`src/rtl/rxq_pkg.sv`:
```
package rxq_pkg;

    typedef enum logic {
        TMR_IDLE = 1'b0,
        TMR_RUN  = 1'b1
    } tmr_state_t;

    typedef enum logic {
        FLAG_BELOW = 1'b0,
        FLAG_READY = 1'b1
    } flag_state_t;

    // threshold chosen by the 2-bit select
    function automatic int unsigned trig_level(input logic [1:0] sel);
        unique case (sel)
            2'd0: return 1;
            2'd1: return 4;
            2'd2: return 8;
            default: return 14;
        endcase
    endfunction

endpackage

```
`src/rtl/rxq_store.sv`:
```
module rxq_store #(
    parameter int DEPTH = 16,
    parameter int WIDTH = 8,
    localparam int AW = $clog2(DEPTH),
    localparam int CW = $clog2(DEPTH + 1)
) (
    input  logic             clk,
    input  logic             rst_n,
    input  logic             clr,
    input  logic             wr,
    input  logic [WIDTH-1:0] wdata,
    input  logic             rd,
    output logic [WIDTH-1:0] rdata,
    output logic [CW-1:0]    count
);

    logic [WIDTH-1:0] mem [DEPTH];
    logic [AW-1:0]    head;
    logic [AW-1:0]    tail;

    function automatic logic [AW-1:0] bump(input logic [AW-1:0] p);
        return (p == AW'(DEPTH - 1)) ? '0 : p + AW'(1);
    endfunction

    always_ff @(posedge clk) begin
        if (wr) begin
            mem[head] <= wdata;
        end
    end

    always_ff @(posedge clk or negedge rst_n) begin
        if (!rst_n) begin
            head  <= '0;
            tail  <= '0;
            count <= '0;
        end else if (clr) begin
            head  <= '0;
            tail  <= '0;
            count <= '0;
        end else begin
            if (wr) head <= bump(head);
            if (rd) tail <= bump(tail);
            count <= count + CW'(wr) - CW'(rd);
        end
    end

    assign rdata = (count != '0) ? mem[tail] : '0;

endmodule

```
`src/rtl/rxq_idle_timer.sv`:
```
module rxq_idle_timer #(
    parameter int UNITS = 15,
    localparam int TW = $clog2(UNITS + 1)
) (
    input  logic clk,
    input  logic rst_n,
    input  logic load,
    input  logic cancel,
    input  logic tick,
    output logic expire
);
    import rxq_pkg::*;

    tmr_state_t    state_q, state_d;
    logic [TW-1:0] cnt_q, cnt_d;

    // state register
    always_ff @(posedge clk or negedge rst_n) begin
        if (!rst_n) begin
            state_q <= TMR_IDLE;
            cnt_q   <= '0;
        end else begin
            state_q <= state_d;
            cnt_q   <= cnt_d;
        end
    end

    // transitions: cancel beats arm, arm beats a tick
    always_comb begin
        state_d = state_q;
        cnt_d   = cnt_q;
        if (cancel) begin
            state_d = TMR_IDLE;
            cnt_d   = '0;
        end else if (load) begin
            state_d = TMR_RUN;
            cnt_d   = TW'(UNITS);
        end else begin
            unique case (state_q)
                TMR_IDLE: ;
                TMR_RUN: begin
                    if (tick) begin
                        if (cnt_q == TW'(1)) begin
                            state_d = TMR_IDLE;
                            cnt_d   = '0;
                        end else begin
                            cnt_d = cnt_q - TW'(1);
                        end
                    end
                end
                default: state_d = TMR_IDLE;
            endcase
        end
    end

    // outputs
    always_comb begin
        expire = 1'b0;
        unique case (state_q)
            TMR_IDLE: expire = 1'b0;
            TMR_RUN:  expire = tick && (cnt_q == TW'(1)) && !cancel && !load;
            default:  expire = 1'b0;
        endcase
    end

endmodule

```
`src/rtl/rxq_trig_fifo.sv`:
```
module rxq_trig_fifo #(
    parameter int DEPTH = 16,
    parameter int WIDTH = 8,
    parameter int IDLE_UNITS = 15,
    localparam int CW = $clog2(DEPTH + 1)
) (
    input  logic             clk,
    input  logic             rst_n,
    input  logic             rx_valid,
    input  logic [WIDTH-1:0] rx_byte,
    input  logic             pop,
    input  logic [1:0]       trig_sel,
    input  logic             fifo_clr,
    input  logic             rx_en,
    input  logic             rxint_en,
    input  logic             etu_tick,
    output logic [WIDTH-1:0] rd_data,
    output logic [CW-1:0]    level,
    output logic             data_ready,
    output logic             rx_irq
);
    import rxq_pkg::*;

    logic [CW-1:0] trig;
    logic [CW-1:0] next_level;
    logic          push_ok, pop_ok;
    logic          reach, fall, arm, expire, set_evt;
    flag_state_t   flag_q, flag_d;
    logic          irq_q, irq_d;

    assign trig       = CW'(trig_level(trig_sel));
    assign push_ok    = rx_valid && rx_en && (level != CW'(DEPTH)) && !fifo_clr;
    assign pop_ok     = pop && (level != '0) && !fifo_clr;
    assign next_level = level + CW'(push_ok) - CW'(pop_ok);
    assign reach      = push_ok && (next_level >= trig);
    assign arm        = push_ok && (next_level < trig);
    assign fall       = pop_ok && (next_level < trig);
    assign set_evt    = reach || expire;

    rxq_store #(.DEPTH(DEPTH), .WIDTH(WIDTH)) u_store (
        .clk   (clk),
        .rst_n (rst_n),
        .clr   (fifo_clr),
        .wr    (push_ok),
        .wdata (rx_byte),
        .rd    (pop_ok),
        .rdata (rd_data),
        .count (level)
    );

    rxq_idle_timer #(.UNITS(IDLE_UNITS)) u_timer (
        .clk    (clk),
        .rst_n  (rst_n),
        .load   (arm),
        .cancel (fifo_clr || reach),
        .tick   (etu_tick),
        .expire (expire)
    );

    // state register for the ready flag and interrupt
    always_ff @(posedge clk or negedge rst_n) begin
        if (!rst_n) begin
            flag_q <= FLAG_BELOW;
            irq_q  <= 1'b0;
        end else begin
            flag_q <= flag_d;
            irq_q  <= irq_d;
        end
    end

    // flag transitions: flush, raise, drop
    always_comb begin
        flag_d = flag_q;
        if (fifo_clr) begin
            flag_d = FLAG_BELOW;
        end else begin
            unique case (flag_q)
                FLAG_BELOW: if (set_evt) flag_d = FLAG_READY;
                FLAG_READY: if (fall && !set_evt) flag_d = FLAG_BELOW;
                default:    flag_d = FLAG_BELOW;
            endcase
        end
    end

    // interrupt follows raise events, falls with the flag or the enable
    always_comb begin
        irq_d = irq_q;
        if (fifo_clr || !rxint_en) begin
            irq_d = 1'b0;
        end else if (set_evt) begin
            irq_d = 1'b1;
        end else if (fall) begin
            irq_d = 1'b0;
        end
    end

    assign data_ready = (flag_q == FLAG_READY);
    assign rx_irq     = irq_q;

endmodule

```
`config.mk`:
```
export PLATFORM = sky130hd
export DESIGN_NAME = rxq_trig_fifo
export DESIGN_NICKNAME = d
export VERILOG_FILES = /design/src/rtl/rxq_pkg.sv /design/src/rtl/rxq_store.sv /design/src/rtl/rxq_idle_timer.sv /design/src/rtl/rxq_trig_fifo.sv
export SDC_FILE = /design/constraint.sdc
export NUM_CORES = 1
export LEC_CHECK = 0
export ABC_AREA = 1
export BUFFER_PORTS_ARGS = -buffer_cell sky130_fd_sc_hd__buf_4
export CORE_MARGIN = 10
export CORE_UTILIZATION = 30
export DETAILED_ROUTE_END_ITERATION = 12
export SYNTH_ARGS = -nofsm -noshare
export SYNTH_HDL_FRONTEND = slang
export SYNTH_SLANG_ARGS = --single-unit
```
`constraint.sdc`:
```
create_clock -name clk -period 5.55 [get_ports clk]
set_input_delay 0.2775 -clock clk [delete_from_list [all_inputs] [get_ports clk]]
set_output_delay 0.2775 -clock clk [all_outputs]
set_load 0.1 [all_outputs]
```
==> results of run 1 <==
-- power breakdown --
part | switching [W] | leakage (nW) | internal [W] | total, W
clock | 0.000421 | 0.302 | 0.000787 | 0.00121
sequential | 0.0000267 | 1.42 | 0.00125 | 0.00127
combinational | 0.00103 | 1.17 | 0.000337 | 0.00137
total | 0.00148 | 2.89 | 0.00237 | 0.00385
-- layer usage --
layer,wire [um],share of wire,vias to the layer above
li1,-,-,2092
met1,6885,0.45,2060
met2,6917,0.46,130
met3,1089,0.072,18
met4,266,0.018,0
met5,0,0,-
-- area by class of cell --
type	count	area (um2)
clock inverter	13	187.7
sequential	148	4345
timing repair buffer	39	295.3
clock buffer	19	432.9
inverter	38	145.1
multi-input combinational	369	1929
tap	280	350.3
fill	2127	14000
-- stage by stage --
| stage | utilization | std cells | hold slack [ps] |
|---|---|---|---|
| after floorplan | - | 577 | -18.09 |
| after global placement | 0.3253 | 873 | 177.9 |
| after detailed placement | 0.3253 | 873 | 177.3 |
| after CTS | 0.3544 | 906 | 132.7 |
| after global routing | 0.3544 | 906 | 181.0 |
| final | 0.3544 | 906 | 146.2 |
-- critical path: stages (launching register included) --
cell and delay (ps):
dfrtp_1 400, inv_1 100, ha_1 190, nand3_2 240, nand2_2 170, nor2_4 60, ha_1 270, inv_1 40
ha_1 190, fa_1 380, nor2_1 140, nor2_1 70, ha_1 330, nand2_1 70, nand2_1 50, nand2_1 50
nand2_1 40, nor2_1 180, nand3_1 120, nand2_2 100, nand2_2 100, nor2_1 120
-- how the worst max path moves through the flow --
| stage | slack [ps] | to | cells past startpoint |
|---|---|---|---|
| after floorplan | 1830 | rx_irq | 22 |
| after global placement | 2180 | u_timer.cnt_q[1] | 21 |
| after detailed placement | 2110 | u_timer.cnt_q[3] | 21 |
| after CTS | 2070 | u_timer.cnt_q[3] | 21 |
| after global routing | 1730 | u_timer.cnt_q[2] | 21 |
| final | 2070 | u_timer.cnt_q[3] | 21 |
-- cell usage in the layout, fill, tap and decap left out, drive strengths merged, types with 2 or more instances in the layout --
master and n:
edfxtp 128, dfrtp 20, bufinv 5, inv 38, ha 17, clkbuf 19, xor2 2, a21oi 30
o21ai 52, nand4 3, nand2 132, a211oi 8, o22ai 19, nand3 18, buf 38, clkinv 8
nor2 69, mux2i 8, nor3 7
-- cell families after synthesis --
group                    count (synthesis)
adder cells (fa/ha/maj)                 18
buffers and inverters                   60
multiplexers                             8
flip-flops                             148
AND/OR/NAND/NOR                        230
XOR/XNOR                                 3
AO/OA/AOI/OAI                          110
-- flip-flops by register name, summed over array words and instances, names as in the netlist --
signal / cells
data_ready: 1
u_store.tail: 4
u_timer.state_q: 1
u_store.mem: 128
rx_irq: 1
u_timer.cnt_q: 4
u_store.count: 5
u_store.head: 4
-- repair_timing --
| item | CTS | global route |
|---|---|---|
| hold endpoints to repair | 20 | 0 |
| setup endpoints to repair | 0 | 0 |
| setup buffers | 0 | 0 |
| hold buffers | 1 | 0 |
==> qor.yml, run 1 <==
cts_max_path_buffers: 2
stdcell_area_um2: 7686
vias_per_cell: 4.746
grt_pass1_wl_mm: 23.85
fmax_mhz: 287.3
rsz0062_at_grt: "false"
top_usage_layer: "met2"
antennaDiodeCount: 0
start_kind: "flip-flop"
synth_area_um2: 6564
synth-seq-cells: 148
nets: 649
numCtsBuffers: 17
core_um2: 21690
num_rows: 54
async_flop_share: 0.1351
chipWidth_um: 167.9
start_util: 0.3026
setup_slack_ps: 2070
ff2ff_setup_slack_ps: 2070
fin_crit_sh: 0.6270
endpoint_kind: "flip-flop"
overflow: 0
dr.pass1.iters: 5
gr-usage-met1: 0.1441
worstPathRequired_ps: 5900
drt_wl_total_mm: 15.16
r2r_cells: 21
htree_levels: 4
die_area_um2: 28200
io_pins: 33
setup_viol: 0
synthTopCellsByCount: "128 x edfxtp_1, 127 x nand2_1, 66 x nor2_1, 40 x o21ai_0, 32 x inv_1"
synth_edf_count: 128
clkTransAtPathRegs_ps: 60
clock_latency_ps: 430
drv_slew: 0
vias: 4300
crit_start: "u_store.count[3]"
area_growth_pct: 17.10
synth_top_area_cell: "edfxtp_1"
skew_ps: 10.89
maxCapViolCount: 0
hold_violations: 0
crit-reg2reg-launch: "u_store.count[3]"
cts_resized: 0
hold_end: "rx_irq"
synth-simple-area-share: 0.1479
p_per_area_nw_per_um2: 500.7
synth_area_leaders: "edfxtp_1 59%, dfrtp_1 7.6%, nand2_1 7.3%"
synth_top_cell_area_share: 0.5856
synth_compound_gate_area_share: 0.09436
setup_tns_ps: 0
drt_iter0_drc: 381
leakage_nw: 2.891
status: "complete, no violations"
met3_usage: 0.03050
synth-xor-area-share: 0.004003
place_hpwl_mm: 9.503
worstPathArrival_ps: 3830
yosysWarningCount: 0
grt_pass1_vias: 4288
post_dp_cell_area_um2: 7056
drive_gt1_frac: 0.1406
finalCriticalPeriod_ps: 3480
syn_inst: 577
grt_antenna_before_repair: 0
ir_drop_uv: 226.8
synth_fa_ha_area_frac: 0.03546
met2_usage: 0.1678
syn_nets: 613
whs_path_depth: 5
crit_type: "reg -> reg"
crit_fanout: 9
synthMuxAreaShare: 0.01220
slew_headroom: 0.3155
numClockSinks: 148
pre_cts_slack_ps: 2110
synth-main-ff-cell: "edfxtp_1"
worst_pin_slew_ps: 1025
tritoncts: "built"
grt_use_total: 0.1097
seq_area_frac_synth: 0.6618
antenna_left: 0
gp_congestion: 0.8066
synth.distinct_cells: 33
yosysMostFrequentCell: "edfxtp_1"
portBuffers: 32
cts_root_buf: "clkbuf_16"
avgSynthCellArea_um2: 11.38
min_from: "rxint_en"
wire_per_inst_um: 16.73
hold_path_class: "in -> reg"
power_w: 0.003849
synth_top_family_by_area: "simple AND/OR/NAND/NOR gates"
die_h_um: 167.9
drc_errors: 0
grt_max_degree: 67
r2r-end: "u_timer.cnt_q[3]"
Power figures use the tool's default switching activity.
==> inputs of run 2 (changes only) <==
==> constraint.sdc (replaced) <==
create_clock -name clk -period 2.9 [get_ports clk]
set_input_delay 0.145 -clock clk [delete_from_list [all_inputs] [get_ports clk]]
set_output_delay 0.145 -clock clk [all_outputs]
set_load 0.1 [all_outputs]
==> run 2 against run 1 <==
Highest routed layer unchanged; the run now ends with setup timing left; total power rose by 100%; register-to-register slack lost 2200 ps; final cell count is 4.6% higher; critical path type unchanged; critical endpoint is now data_ready; final area increased by 5.9%; wire length grew 3.7%; maximum frequency increased by 14%; sequential power rose by 94%; critical path depth rose by 2.
==> qor.yml, run 2 (same netlist as run 1, synthesis figures left out) <==
top_regs: "u_store.mem (128), u_store.count (5)"  # unchanged
final_cell_mix: "128 x edfxtp_1, 124 x nand2_1, 80 x buf_4"  # was 128 x edfxtp_1, 127 x nand2_1, 66 x nor2_1
final_common_cell: "edfxtp_1"  # unchanged
nets: 692  # was 649
htree_levels: 4  # unchanged
p_per_area_nw_per_um2: 958.2  # was 500.7 nW/um2
hold_end: "rx_irq"  # unchanged
slew_headroom: 0.7211  # was 0.3155
dr.pass1.iters: 5  # unchanged
vias: 4445  # was 4300
core_um2: 21690  # unchanged
antenna_left: 0  # unchanged
clock_latency_ps: 420  # was 430 ps
hold_violations: 0  # unchanged
setup_slack_ps: -158.2  # was 2070 ps
clkTransAtPathRegs_ps: 60  # about the same
cts_max_path_buffers: 2  # unchanged
start_util: 0.3026  # unchanged
die_h_um: 167.9  # unchanged
skew_ps: 13.44  # was 10.89 ps
grt_pass1_vias: 4436  # was 4288
largest_reg_flops: 128  # unchanged
leakage_nw: 3.099  # was 2.891 nW
crit_type: "reg -> reg"  # unchanged
start_kind: "flip-flop"  # unchanged
critPathMaxStageDelay_ps: 490  # was 400 ps
antennaDiodeCount: 0  # unchanged
min_from: "rxint_en"  # unchanged
crit_top_cell: "ha_4"
critPathTopFamily: "adder cells"  # was simple AND/OR/NAND/NOR gates
num_rows: 54  # unchanged
crit-reg2reg-launch: "u_store.count[3]"  # unchanged
fmax_mhz: 327.0  # was 287.3 MHz
area_growth_pct: 24.02  # was 17.10%
grt_use_total: 0.1115  # was 0.1097
chipWidth_um: 167.9  # unchanged
status: "complete, but fails checks"  # was complete, no violations
wire_per_inst_um: 16.58  # was 16.73 um
power_w: 0.007800  # was 0.003849 W
tritoncts: "built"  # unchanged
ff2ff_setup_slack_ps: -160  # was 2070 ps
grt_antenna_before_repair: 0  # unchanged
numCtsBuffers: 17  # unchanged
gp_congestion: 0.8352  # was 0.8066
crit_chain: "inv_4 -> ha_4 -> nand3_4 -> nand2_4 -> nor2_4 -> ha_4 -> inv_2 -> ha_4 -> fa_2 -> nand2_2 -> inv_2 -> nor2_4 -> ha_4 -> nand2_2 -> nand2_1 -> nand2_1 -> nand2_2 -> nor2_4 -> nand3_2 -> nand2_4 -> nand3_2 -> nand2_1 -> inv_1"  # was inv_1 -> ha_1 -> nand3_2 -> nand2_2 -> nor2_4 -> ha_1 -> inv_1 -> ha_1 -> fa_1 -> nor2_1 -> nor2_1 -> ha_1 -> nand2_1 -> nand2_1 -> nand2_1 -> nand2_1 -> nor2_1 -> nand3_1 -> nand2_2 -> nand2_2 -> nor2_1
cp.buffers_inverters: 4  # was 2
drc_errors: 0  # unchanged
slowest_stage: "dfrtp_4"  # was dfrtp_1
worstPathRequired_ps: 3210  # was 5900 ps
maxCapViolCount: 0  # unchanged
rsz0062_at_grt: "true"  # was false
numClockSinks: 148  # unchanged
crit_fanout: 3  # was 9
drt_wl_total_mm: 15.71  # was 15.16 mm
utilization: 0.3753  # was 0.3544
n_fill_cell: 2072  # was 2127
io_pins: 33  # unchanged
die_area_um2: 28200  # unchanged
vias_per_cell: 4.689  # was 4.746
worstPathArrival_ps: 3370  # was 3830 ps
hold_path_class: "in -> reg"  # unchanged
drv_slew: 0  # unchanged
drt_iter0_drc: 305  # was 381
fin_crit_sh: 1.055  # was 0.6270
setup_viol: 7  # was 0
largest-register: "u_store.mem"  # unchanged
grt_pass1_wl_mm: 24.52  # was 23.85 mm
place_hpwl_mm: 10.22  # was 9.503 mm
endpoint_kind: "flip-flop"  # unchanged
portBuffers: 32  # unchanged
r2r-end: "data_ready"  # was u_timer.cnt_q[3]
r2r_cells: 23  # was 21
ir_drop_uv: 645.9  # was 226.8 uV
drive_gt1_frac: 0.2365  # was 0.1406
whs_path_depth: 5  # unchanged
cts_root_buf: "clkbuf_16"  # unchanged
violations: "setup timing"
worst_pin_slew_ps: 417.9  # was 1025 ps
overflow: 0  # unchanged
grt_max_degree: 50  # was 67
finalCriticalPeriod_ps: 3058  # was 3480 ps
## run 2: how the worst max path moves through the flow
stage / start / end / slack [ps] / cells past startpoint
5_1_grt: u_store.count[3] / data_ready / -340 / 23
3_5_place_dp: u_store.count[2] / u_timer.cnt_q[1] / -170 / 22
2_1_floorplan: u_store.count[2] / rx_irq / -270 / 23
6_report: u_store.count[3] / data_ready / -160 / 23
4_1_cts: u_store.count[2] / rx_irq / -150 / 22
3_3_place_gp: u_store.count[2] / u_timer.cnt_q[1] / -120 / 22
## run 2: metal layers
metal	wire [um]	GRT usage	part of all wire	vias up
met5	0	0	0	-
met4	214	0.03407	0.014	0
met3	937	0.03120	0.060	17
met2	7530	0.1753	0.48	125
met1	7031	0.1460	0.45	2127
li1	-	-	-	2176
## run 2: layout make-up
type	instances	area [um2]	share of cell area
inverter	38	150.1	0.01844
multi-input combinational	369	2062	0.2533
clock buffer	19	432.9	0.05318
timing repair buffer	82	630.6	0.07747
clock inverter	12	155.1	0.01906
sequential	148	4359	0.5355
tap	280	350.3	0.04304
## run 2: metrics by stage
stage | hold slack (ps) | TNS [ps] | instance area [um2] | setup WS [ps] | cells
after floorplan | -150.6 | -1899 | 6618 | -274.7 | 577
after global placement | 51.11 | -843.3 | 7385 | -124.2 | 908
after detailed placement | 56.58 | -1170 | 7385 | -170.8 | 908
after CTS | 1.029 | -892.6 | 8040 | -150.1 | 944
after global routing | 18.40 | -2290 | 8140 | -342.0 | 948
final | 12.68 | -1047 | 8140 | -158.2 | 948
## run 2: power by group
part | total, W | switching [W] | leakage, nW | internal (W)
clock | 0.00221 | 0.000858 | 0.274 | 0.00135
sequential | 0.00247 | 0.0000690 | 1.41 | 0.00240
combinational | 0.00313 | 0.00215 | 1.41 | 0.000972
total | 0.00780 | 0.00308 | 3.10 | 0.00472
## run 2: what timing repair did
| action | CTS | global route |
|---|---|---|
| endpoints found under the setup margin | 7 | 7 |
| resized for setup | 6 | 13 |
| hold buffers | 1 | 0 |
| pin swaps | 6 | 14 |
| hold endpoints to repair | 20 | 0 |
| buffers inserted | 4 | 4 |
## run 2: worst reg2reg max path: stages (launching register included)
cell and delay [ps]:
dfrtp_4 490, inv_4 70, ha_4 140, nand3_4 80, nand2_4 80, nor2_4 40, ha_4 260, inv_2 40
ha_4 160, fa_2 390, nand2_2 90, inv_2 50, nor2_4 110, ha_4 210, nand2_2 60, nand2_1 40
nand2_1 60, nand2_2 60, nor2_4 170, nand3_2 110, nand2_4 100, nand3_2 60, nand2_1 60, inv_1 30
==> inputs of run 3 (changes only) <==
--- a/config.mk
+++ b/config.mk
@@ -7,8 +7,8 @@
 export LEC_CHECK = 0
 export ABC_AREA = 1
 export BUFFER_PORTS_ARGS = -buffer_cell sky130_fd_sc_hd__buf_4
-export CORE_MARGIN = 10
 export CORE_UTILIZATION = 30
+export CTS_CLUSTER_DIAMETER = 80
 export DETAILED_ROUTE_END_ITERATION = 12
 export SYNTH_ARGS = -nofsm -noshare
 export SYNTH_HDL_FRONTEND = slang
==> constraint.sdc (replaced) <==
create_clock -name clk -period 3.3 [get_ports clk]
set_input_delay 0.165 -clock clk [delete_from_list [all_inputs] [get_ports clk]]
set_output_delay 0.165 -clock clk [all_outputs]
set_load 0.1 [all_outputs]
==> run 3 against run 2 <==
The run now ends clean; clock skew about the same; worst hold slack gained 19 ps; via count fell by 3.6%; critical path type unchanged; largest cell class unchanged; largest power group unchanged.
==> qor.yml, run 3 (same netlist as run 1, synthesis figures left out) <==
place_hpwl_mm: 9.288  # was 10.22 mm
finalCriticalPeriod_ps: 3174  # was 3058 ps
largest-register: "u_store.mem"  # unchanged
p_per_area_nw_per_um2: 847.1  # was 958.2 nW/um2
worstPathRequired_ps: 3620  # was 3210 ps
antennaDiodeCount: 0  # unchanged
skew_ps: 13.52  # was 13.44 ps
leakage_nw: 2.945  # was 3.099 nW
cts_max_path_buffers: 2  # unchanged
critPathTopFamily: "adder cells"  # unchanged
drt_iter0_drc: 274  # was 305
drt_wl_total_mm: 15.09  # was 15.71 mm
vias_per_cell: 4.704  # was 4.689
setup_tns_ps: 0  # was -1047 ps
maxCapViolCount: 0  # unchanged
clock_latency_ps: 420  # about the same
critPathMaxStageDelay_ps: 490  # about the same
post_dp_cell_area_um2: 7118  # was 7385 um2
wl_met3_um: 777  # was 937 um
wire_per_inst_um: 16.56  # was 16.58 um
setup_slack_ps: 126.1  # was -158.2 ps
grt_max_degree: 67  # was 50
core_um2: 21220  # was 21690 um2
final_cell_mix: "128 x edfxtp_1, 125 x nand2_1, 63 x nor2_1"  # was 128 x edfxtp_1, 124 x nand2_1, 80 x buf_4
htree_levels: 4  # unchanged
tritoncts: "built"  # unchanged
die_area_um2: 22470  # was 28200 um2
crit_type: "reg -> reg"  # unchanged
clkTransAtPathRegs_ps: 60  # about the same
area_growth_pct: 20.03  # was 24.02%
overflow: 0  # unchanged
power_w: 0.006674  # was 0.007800 W
wl_met1_mm: 7.077  # was 7.031 mm
numCtsBuffers: 17  # unchanged
slowest_stage: "dfrtp_4"  # unchanged
antenna_left: 0  # unchanged
grt_antenna_before_repair: 0  # unchanged
start_kind: "flip-flop"  # unchanged
status: "complete, no violations"  # was complete, but fails checks
crit_chain: "inv_4 -> ha_4 -> nand3_4 -> nand2_4 -> nor2_4 -> ha_4 -> inv_1 -> ha_4 -> fa_2 -> nand2_2 -> inv_2 -> nor2_4 -> ha_4 -> buf_4 -> nand3_1 -> nor2_1 -> nor2_4 -> nand3_2 -> nand2_4 -> nand3_2 -> nand2_1 -> inv_1"  # was inv_4 -> ha_4 -> nand3_4 -> nand2_4 -> nor2_4 -> ha_4 -> inv_2 -> ha_4 -> fa_2 -> nand2_2 -> inv_2 -> nor2_4 -> ha_4 -> nand2_2 -> nand2_1 -> nand2_1 -> nand2_2 -> nor2_4 -> nand3_2 -> nand2_4 -> nand3_2 -> nand2_1 -> inv_1
num_rows: 53  # was 54
gp_congestion: 0.7891  # was 0.8352
drc_errors: 0  # unchanged
drive_gt1_frac: 0.1871  # was 0.2365
worstPathArrival_ps: 3490  # was 3370 ps
crit_fanout: 4  # was 3
dr.pass1.iters: 4  # was 5
fin_crit_sh: 0.9618  # was 1.055
grt_pass1_vias: 4174  # was 4436
highest_layer: "met4"  # unchanged
crit_top_cell: "ha_4"  # unchanged
final_common_cell: "edfxtp_1"  # unchanged
portBuffers: 32  # unchanged
cts_root_buf: "clkbuf_16"  # unchanged
nets: 659  # was 692
hold_path_class: "in -> reg"  # unchanged
drv_slew: 0  # unchanged
endpoint_kind: "flip-flop"  # unchanged
start_util: 0.3093  # was 0.3026
chipWidth_um: 149.9  # was 167.9 um
pre_cts_slack_ps: 51.70  # was -170.8 ps
grt_use_total: 0.1419  # was 0.1115
slew_headroom: 0.4409  # was 0.7211
fmax_mhz: 315.1  # was 327.0 MHz
setup_viol: 0  # was 7
numClockSinks: 148  # unchanged
vias: 4285  # was 4445
cp.buffers_inverters: 5  # was 4
hold_violations: 0  # unchanged
top_regs: "u_store.mem (128), u_store.count (5)"  # unchanged
largest_reg_flops: 128  # unchanged
io_pins: 33  # unchanged
stdcell_area_um2: 7879  # was 8140 um2
ir_drop_uv: 499.1  # was 645.9 uV
grt_pass1_wl_mm: 23.36  # was 24.52 mm
die_h_um: 149.9  # was 167.9 um
worst_pin_slew_ps: 837.5  # was 417.9 ps
wl_met2_mm: 7.165  # was 7.530 mm
## run 3: changes by cell type in the layout (fill, tap and decap cells not counted), moves of 2 or more
cell / before / now
clkbuf_1: 2 / 4
clkinv_1: 1 / 4
clkinvlp_4: 4 / 0
buf_4: 80 / 48
## run 3: repair_timing
action | CTS | global route
hold endpoints to repair | 20 | 0
hold buffers | 1 | 0
setup endpoints to repair | 0 | 7
buffers inserted | 0 | 4
resized for setup | 0 | 24
## run 3: report_power, final
part	switching [W]	internal, W	leakage, nW
combinational	0.00184	0.000715	1.24
clock	0.000705	0.00126	0.290
sequential	0.0000579	0.00211	1.41
## run 3: through the flow
step | utilization | std cells | hold WS [ps]
2_1_floorplan | - | 577 | -130.6
3_3_place_gp | 0.3354 | 874 | 68.16
3_5_place_dp | 0.3354 | 874 | 72.31
4_1_cts | 0.3641 | 907 | 23.52
5_1_grt | 0.3713 | 911 | 40.78
6_report | 0.3713 | 911 | 31.40
## run 3: layout make-up
type / instances / area [um2]
Clock buffer: 21 / 440.4
Timing Repair Buffer: 49 / 370.4
Inverter: 38 / 150.1
Fill cell: 2110 / 13340
Tap cell: 275 / 344.1
Sequential cell: 148 / 4357
Multi-Input combinational cell: 369 / 2059
Clock inverter: 11 / 157.7
## run 3: final timing paths
kind                       cells past startpoint             start  slack, ps                to
min reg2reg                                    2   u_timer.state_q        540   u_timer.state_q
min                                            5          rxint_en         30            rx_irq
min in group asynchronous                      2             rst_n        160  u_timer.cnt_q[1]
max in group asynchronous                      2             rst_n       2890  u_store.count[4]
max                                           22  u_store.count[3]        130        data_ready
max reg2reg                                   22  u_store.count[3]        130        data_ready
## run 3: routing by layer
metal | vias to the layer above | global-route usage
met4 | 0 | 0.03788
li1 | 2118 | -
met3 | 4 | 0.03506
met2 | 111 | 0.2262
met5 | - | 0
met1 | 2052 | 0.1918
## run 3: worst reg2reg max path: stages (launching register included)
cell and delay (ps):
dfrtp_4 490, inv_4 80, ha_4 140, nand3_4 80, nand2_4 100, nor2_4 50, ha_4 260, inv_1 60
ha_4 170, fa_2 390, nand2_2 90, inv_2 50, nor2_4 110, ha_4 210, buf_4 120, nand3_1 70
nor2_1 70, nor2_4 150, nand3_2 120, nand2_4 110, nand3_2 60, nand2_1 60, inv_1 40
